===== config.mk =====
export PLATFORM = sky130hd
export DESIGN_NAME = scm_miss_classifier
export DESIGN_NICKNAME = d
export VERILOG_FILES = /design/src/rtl/scm_pkg.sv /design/src/rtl/scm_sat_counter.sv /design/src/rtl/scm_classify.sv /design/src/rtl/scm_hist_table.sv /design/src/rtl/scm_miss_classifier.sv
export SDC_FILE = /design/constraint.sdc
export NUM_CORES = 2
export LEC_CHECK = 0
export BUFFER_PORTS_ARGS = -buffer_cell sky130_fd_sc_hd__buf_4
export CORE_ASPECT_RATIO = 0.9
export CORE_MARGIN = 8
export CORE_UTILIZATION = 60
export CTS_CLUSTER_SIZE = 14
export DETAILED_ROUTE_END_ITERATION = 6
export MAX_ROUTING_LAYER = met4
export PLACE_DENSITY = 0.86
export RECOVER_POWER = 100
export SYNTH_ARGS = -nofsm -noshare
export SYNTH_HDL_FRONTEND = slang
export SYNTH_SLANG_ARGS = --single-unit

===== constraint.sdc =====
create_clock -name clk -period 5.8 [get_ports clk]
set_input_delay 1.16 -clock clk [delete_from_list [all_inputs] [get_ports clk]]
set_output_delay 1.16 -clock clk [all_outputs]
set_load 0.05 [all_outputs]

===== src/rtl/scm_pkg.sv =====
package scm_pkg;

  // Result encoding on res_code; bit patterns are part of the interface.
  typedef enum logic [1:0] {
    CLS_HIT   = 2'b00,
    CLS_COMP  = 2'b01,
    CLS_INTRA = 2'b10,
    CLS_INTER = 2'b11
  } cls_e;

  localparam int unsigned NUM_MISS_CLASSES = 3;

endpackage


===== src/rtl/scm_sat_counter.sv =====
module scm_sat_counter #(
  parameter int unsigned W = 32
) (
  input  logic         clk,
  input  logic         rst_n,
  input  logic         inc,
  output logic [W-1:0] q
);

  localparam logic [W-1:0] TOP = {W{1'b1}};

  always_ff @(posedge clk or negedge rst_n) begin
    if (!rst_n) begin
      q <= '0;
    end else if (inc && (q != TOP)) begin
      q <= q + 1'b1;
    end
  end

endmodule


===== src/rtl/scm_classify.sv =====
module scm_classify
  import scm_pkg::*;
#(
  parameter int unsigned PID_W = 2
) (
  input  logic             hit,
  input  logic             found,
  input  logic             repl,
  input  logic [PID_W-1:0] evictor,
  input  logic [PID_W-1:0] pid,
  output cls_e             cls
);

  always_comb begin
    if (hit) begin
      cls = CLS_HIT;
    end else if (!found || !repl) begin
      // untracked, or resident with no recorded evictor
      cls = CLS_COMP;
    end else if (evictor == pid) begin
      cls = CLS_INTRA;
    end else begin
      cls = CLS_INTER;
    end
  end

endmodule


===== src/rtl/scm_hist_table.sv =====
module scm_hist_table #(
  parameter int unsigned ENTRIES = 16,
  parameter int unsigned ADDR_W  = 26,
  parameter int unsigned PID_W   = 2
) (
  input  logic               clk,
  input  logic               rst_n,
  input  logic               evt_fire,
  input  logic [ADDR_W-1:0]  evt_addr,
  input  logic [PID_W-1:0]   evt_pid,
  input  logic               acc_fire,
  input  logic [ADDR_W-1:0]  acc_addr,
  output logic               lkp_found,
  output logic               lkp_repl,
  output logic [PID_W-1:0]   lkp_evictor,
  output logic [ENTRIES-1:0] match
);

  localparam int unsigned AGE_W = (ENTRIES > 1) ? $clog2(ENTRIES) : 1;
  localparam logic [AGE_W-1:0] AGE_OLDEST = AGE_W'(ENTRIES - 1);

  // slot storage
  logic [ENTRIES-1:0] s_vld;
  logic [ENTRIES-1:0] s_repl;
  logic [ADDR_W-1:0]  s_addr [ENTRIES];
  logic [PID_W-1:0]   s_evp  [ENTRIES];
  logic [AGE_W-1:0]   s_age  [ENTRIES];

  // view after this cycle's eviction
  logic [ENTRIES-1:0] ev_match;
  logic [ENTRIES-1:0] pv_repl;
  logic [PID_W-1:0]   pv_evp [ENTRIES];

  logic [ENTRIES-1:0] victim;
  logic [ENTRIES-1:0] touch;
  logic [AGE_W-1:0]   touch_age;

  always_comb begin
    for (int i = 0; i < ENTRIES; i++) begin
      ev_match[i] = evt_fire && s_vld[i] && (s_addr[i] == evt_addr);
      match[i]    = s_vld[i] && (s_addr[i] == acc_addr);
      victim[i]   = (s_age[i] == AGE_OLDEST);
      pv_repl[i]  = s_repl[i] | ev_match[i];
      pv_evp[i]   = (ev_match[i] && !s_repl[i]) ? evt_pid : s_evp[i];
    end
  end

  assign lkp_found = |match;
  assign touch     = lkp_found ? match : victim;

  always_comb begin
    lkp_repl    = 1'b0;
    lkp_evictor = '0;
    touch_age   = '0;
    for (int i = 0; i < ENTRIES; i++) begin
      if (match[i]) begin
        lkp_repl    = lkp_repl | pv_repl[i];
        lkp_evictor = lkp_evictor | pv_evp[i];
      end
      if (touch[i]) begin
        touch_age = touch_age | s_age[i];
      end
    end
  end

  always_ff @(posedge clk or negedge rst_n) begin
    if (!rst_n) begin
      s_vld  <= '0;
      s_repl <= '0;
      for (int i = 0; i < ENTRIES; i++) begin
        s_addr[i] <= '0;
        s_evp[i]  <= '0;
        s_age[i]  <= AGE_W'(ENTRIES - 1 - i);
      end
    end else begin
      for (int i = 0; i < ENTRIES; i++) begin
        s_repl[i] <= pv_repl[i];
        s_evp[i]  <= pv_evp[i];
        if (acc_fire) begin
          if (touch[i]) begin
            s_vld[i]  <= 1'b1;
            s_addr[i] <= acc_addr;
            s_repl[i] <= 1'b0;
            s_age[i]  <= '0;
          end else if (s_age[i] < touch_age) begin
            s_age[i] <= s_age[i] + 1'b1;
          end
        end
      end
    end
  end

endmodule


===== src/rtl/scm_miss_classifier.sv =====
module scm_miss_classifier
  import scm_pkg::*;
#(
  parameter int unsigned NUM_PROC = 4,
  parameter int unsigned ADDR_W   = 26,
  parameter int unsigned ENTRIES  = 16,
  parameter int unsigned CNT_W    = 32,
  parameter int unsigned PID_W    = (NUM_PROC > 1) ? $clog2(NUM_PROC) : 1
) (
  input  logic              clk,
  input  logic              rst_n,
  input  logic              acc_valid,
  output logic              acc_ready,
  input  logic [PID_W-1:0]  acc_pid,
  input  logic [ADDR_W-1:0] acc_addr,
  input  logic              acc_hit,
  input  logic              evt_valid,
  output logic              evt_ready,
  input  logic [PID_W-1:0]  evt_pid,
  input  logic [ADDR_W-1:0] evt_addr,
  output logic              res_valid,
  output logic [1:0]        res_code,
  output logic [CNT_W-1:0]  cnt_comp,
  output logic [CNT_W-1:0]  cnt_intra,
  output logic [CNT_W-1:0]  cnt_inter
);

  logic rdy_q;
  logic acc_fire;
  logic evt_fire;

  always_ff @(posedge clk or negedge rst_n) begin
    if (!rst_n) rdy_q <= 1'b0;
    else        rdy_q <= 1'b1;
  end

  assign acc_ready = rdy_q;
  assign evt_ready = rdy_q;
  assign acc_fire  = acc_valid && rdy_q;
  assign evt_fire  = evt_valid && rdy_q;

  logic               lkp_found;
  logic               lkp_repl;
  logic [PID_W-1:0]   lkp_evictor;
  logic [ENTRIES-1:0] tab_match;

  scm_hist_table #(
    .ENTRIES(ENTRIES),
    .ADDR_W (ADDR_W),
    .PID_W  (PID_W)
  ) u_tab (
    .clk        (clk),
    .rst_n      (rst_n),
    .evt_fire   (evt_fire),
    .evt_addr   (evt_addr),
    .evt_pid    (evt_pid),
    .acc_fire   (acc_fire),
    .acc_addr   (acc_addr),
    .lkp_found  (lkp_found),
    .lkp_repl   (lkp_repl),
    .lkp_evictor(lkp_evictor),
    .match      (tab_match)
  );

  cls_e cls_d;

  scm_classify #(.PID_W(PID_W)) u_cls (
    .hit    (acc_hit),
    .found  (lkp_found),
    .repl   (lkp_repl),
    .evictor(lkp_evictor),
    .pid    (acc_pid),
    .cls    (cls_d)
  );

  always_ff @(posedge clk or negedge rst_n) begin
    if (!rst_n) begin
      res_valid <= 1'b0;
      res_code  <= CLS_HIT;
    end else begin
      res_valid <= acc_fire;
      if (acc_fire) res_code <= cls_d;
    end
  end

  logic [CNT_W-1:0] cnt_q [NUM_MISS_CLASSES];

  for (genvar k = 0; k < NUM_MISS_CLASSES; k++) begin : g_cnt
    scm_sat_counter #(.W(CNT_W)) u_cnt (
      .clk  (clk),
      .rst_n(rst_n),
      .inc  (acc_fire && (cls_d == cls_e'(k + 1))),
      .q    (cnt_q[k])
    );
  end

  assign cnt_comp  = cnt_q[0];
  assign cnt_intra = cnt_q[1];
  assign cnt_inter = cnt_q[2];

endmodule


==> key figures <==
Die
  – Initial Util: 60.7%
  – Die ar.: 73400 µm²
  – # IOs: 162
  – Core Rows: 88
  – Core area: 64200 µm²
  – Die X: 285 µm
  – Die Y: 258 µm

Routing
  – DR DRC count: 0
  – Drt total wl: 129000 µm
  – DR WL/cell: 27.2 µm
  – Drt first pass iters: 6
  – Starting DRC count in detailed routing: 4565
  – Total vias in the final route: 31366
  – Vias per cell: 6.58
  – ANT nets after route: 0

Clock network
  – CTS tree: built
  – Setup bufs post-CTS: 0
  – CTS clock-pin slew for the worst setup and hold paths: 0.06 ns
  – CTS root buf: clkbuf_16
  – Clock Path Buffers: 3
  – CTS resizes: 0
  – CTS buffer count: 70
  – Skew-Pair Late Insertion Delay: 0.63 ns
  – H-tree levels: 3
  – Clk sinks: 644
  – Cts hold-fix bufs: 0

Worst hold path
  – Worst hold path type: flip-flop to flip-flop
  – Hold depth: 1
  – Worst hold endpoint: g_cnt[1].u_cnt.q[8]$_DFFE_PN0P_
  – Hold wc startpoint: g_cnt[1].u_cnt.q[8]$_DFFE_PN0P_

Finish
  – P&R area growth vs syn: 11.5%
  – Total Nets Final: 3985
  – Fillcell total: 4737
  – Final core occ: 67.7%
  – Fraction of layout cells with a size suffix above 1: 20.9%

STA
  – Final Hold Viols: 0
  – Clock skew: 0.0347 ns
  – Setup TNS after final layout: 0 ns
  – Max Slew Vio Count: 809
  – Peak Freq: 0.174 GHz
  – Slew HR: -97.4%
  – RSZ-0062 raised after global routing: no
  – Final setup viols: 0
  – Final worst path period share: 99.1%
  – Worst-margin pin slew: 2.96 ns
  – Min Clock Period, post-route: 5.75 ns

Global route
  – Initial antenna violation count: 1
  – Global-route wire length before repair: 195000 µm
  – Largest net degree at the start of global routing: 114
  – Number of global-route vias before repair: 31482
  – GRT Total Usage: 35.4%
  – Total grt overflow: 0

Placement
  – Input/output buffers: 161
  – Post-DP HPWL: 88700 µm
  – RD Place Congestion: 1.00

Synthesis
  – Post-Syn Area per Cell: 10.7 µm²
  – Largest family of logic cells by synthesized area: XOR/XNOR gates
  – Synth async-reset ratio: 100%
  – Simple-Gate Fraction of Synth Area: 13.9%
  – Post-synthesis cell type count: 80
  – Mux contribution to synthesized area: 11.9%
  – Top FF cell, synth: dfrtp_1
  – Syn_nets: 3772
  – Share of the synthesized area in the top cell type: 39.3%
  – Cell taking the most area after synthesis: dfrtp_1
  – Synthesized instance count: 3644
  – Post-synth EDFFs: 0
  – Synth Area in Compound Gates: 5.19%
  – Adder-cell share of the synthesized area: 2.15%
  – Top cells by area, synth: dfrtp_1 (39%), xnor2_1 (12%), mux2_2 (11%)
  – #FFs+latches synth: 644
  – Post-synthesis sequential area ratio: 41.4%
  – Synth warnings: 0
  – Post-Synth XOR/XNOR Area: 21.3%
  – Post-Syn Area: 39000 µm²

Critical path
  – Crit Path Category: input port to flip-flop
  – R2R depth: 14
  – R2r setup slk: 0.45 ns
  – Worst r2r src: u_tab.s_addr[241]$_DFFE_PN0P_
  – CP Launch Type: input port
  – Crit path max fanout: 24
  – WP data required: 6.32 ns
  – Worst Path Arrival: 6.27 ns
  – Worst r2r dst: u_tab.s_addr[8]$_DFFE_PN0P_
  – Worst setup EP type: flip-flop

Pwr
  – Worst VDD drop: 0.344 mV
  – PwrDens: 236 nW/µm²
  – Leakage power: 0.0198 µW

Run status
  – Outcome: complete, but fails checks
  – Violated checks: capacitance limit, slew limit

Job
  – Total of max-cap violations: 19
[worst max path at each step]
stage	from	endpoint	slack (ns)	cells after the start
3_5_place_dp	acc_addr[11]	u_tab.s_age[24]$_DFFE_PN0P_	-0.04	20
6_report	evt_addr[4]	g_cnt[2].u_cnt.q[13]$_DFFE_PN0P_	0.05	15
3_3_place_gp	acc_addr[11]	u_tab.s_age[26]$_DFFE_PN1P_	-0.02	20
4_1_cts	acc_addr[11]	u_tab.s_age[10]$_DFFE_PN0P_	0.57	19
2_1_floorplan	acc_addr[23]	u_tab.s_age[26]$_DFFE_PN1P_	0.04	21
5_1_grt	acc_addr[0]	u_tab.s_addr[21]$_DFFE_PN0P_	0.11	13
[worst max-delay path: stages]
cell	delay, ns
buf_4	0.34
clkbuf_1	0.47
xor2_1	0.13
or4_1	0.57
nor4_1	1.29
nand3_1	0.22
mux2i_1	0.29
o2111ai_1	0.23
nor4_4	0.29
buf_4	0.20
xnor2_1	0.15
o211ai_1	0.17
buf_12	0.20
nor4_1	0.34
xor2_1	0.18
[cells in the mapped netlist, types with 16 or more instances]
library cell	count
and2_1	22
dfrtp_1	612
nand2_1	186
o21ai_0	52
mux2i_1	19
ha_1	67
or2_2	22
xnor2_1	553
clkbuf_1	59
a22oi_1	17
nand4_1	196
or4_1	37
mux2_2	389
o31ai_1	22
nand3_1	132
inv_1	76
buf_6	18
and3_1	43
dfstp_2	32
nor4_1	99
buf_4	36
xor2_1	390
a21oi_1	78
and4_1	16
o211ai_1	18
nor3_1	55
nor2_1	86
buf_2	119
[power by group]
group | switching [µW] | total, µW | internal (µW) | leakage [µW]
combinational | 690 | 975 | 285 | 0.00979
clock | 1930 | 4760 | 2830 | 0.00118
sequential | 22.3 | 4530 | 4510 | 0.00878
[per-layer routing]
metal / share of wire [%] / track usage [%] / vias to the layer above
met1: 38 / 45.3 / 15469
met4: 7.3 / 20.7 / 0
met5: 0 / - / -
met3: 12 / 9.01 / 610
li1: - / - / 13213
met2: 43 / 50.7 / 2074
[cell usage in the layout, fill, tap and decap left out, types with 12 or more instances in the layout]
| cell | count |
|---|---|
| nand3_1 | 132 |
| nand4_1 | 196 |
| dfrtp_1 | 612 |
| nand2_1 | 188 |
| clkbuf_8 | 15 |
| xnor2_1 | 553 |
| o21ai_0 | 63 |
| or2_2 | 22 |
| xor2_1 | 390 |
| nor3_1 | 63 |
| clkbuf_16 | 73 |
| dfstp_2 | 32 |
| nand2b_1 | 12 |
| and4_1 | 16 |
| mux2i_1 | 19 |
| a21oi_1 | 78 |
| and3_1 | 43 |
| mux2_2 | 386 |
| o211ai_1 | 19 |
| and2_0 | 12 |
| or4_1 | 38 |
| o31ai_1 | 27 |
| a22oi_1 | 17 |
| inv_1 | 76 |
| nor4_1 | 105 |
| buf_4 | 211 |
| ha_1 | 67 |
| buf_12 | 16 |
| nor2_1 | 86 |
| clkbuf_1 | 155 |
[registers in the layout, indices dropped and copies added, names as in the netlist]
register       cells
res_valid          1
acc_ready          1
u_tab.s_addr     416
u_tab.s_vld       16
u_tab.s_repl      16
u_tab.s_evp       32
res_code           2
u_tab.s_age       64
g_cnt.u_cnt.q     96
[per-stage QoR]
stage	setup slack, ns	total power [µW]	instance area (µm²)	cells	hold slack, ns
6_report	0.0504	10300	43500	4769	0.486
5_1_grt	0.108	10500	43500	4769	0.503
4_1_cts	0.567	10300	44300	4768	0.488
3_5_place_dp	-0.0447	5580	41800	4640	0.474
3_3_place_gp	-0.0164	5570	41800	4640	0.458
2_1_floorplan	0.0432	5160	39000	3644	0.441
[logic make-up (layout without fill, tap and decap cells)]
| group | Yosys count | count (layout) |
|---|---|---|
| flip-flops | 644 | 644 |
| buffers and inverters | 315 | 584 |
| adder cells (fa/ha/maj) | 67 | 67 |
| AND/OR/NAND/NOR | 965 | 965 |
| XOR/XNOR | 945 | 945 |
| AO/OA/AOI/OAI | 292 | 292 |
| multiplexers | 415 | 415 |
| other | 1 | 2 |
[area by class of cell]
class | count | area [µm²] | area share [%]
multi-input cells | 2685 | 21000 | 48.3
flip-flops and latches | 644 | 16200 | 37.2
clock buffers | 105 | 2100 | 4.82
repair buffers | 379 | 2520 | 5.80
diodes | 1 | 2.50 | 0.00576
well taps | 855 | 1070 | 2.46
inverters | 77 | 289 | 0.665
clock inverters | 23 | 325 | 0.748
(Power assumes the default switching activity.)
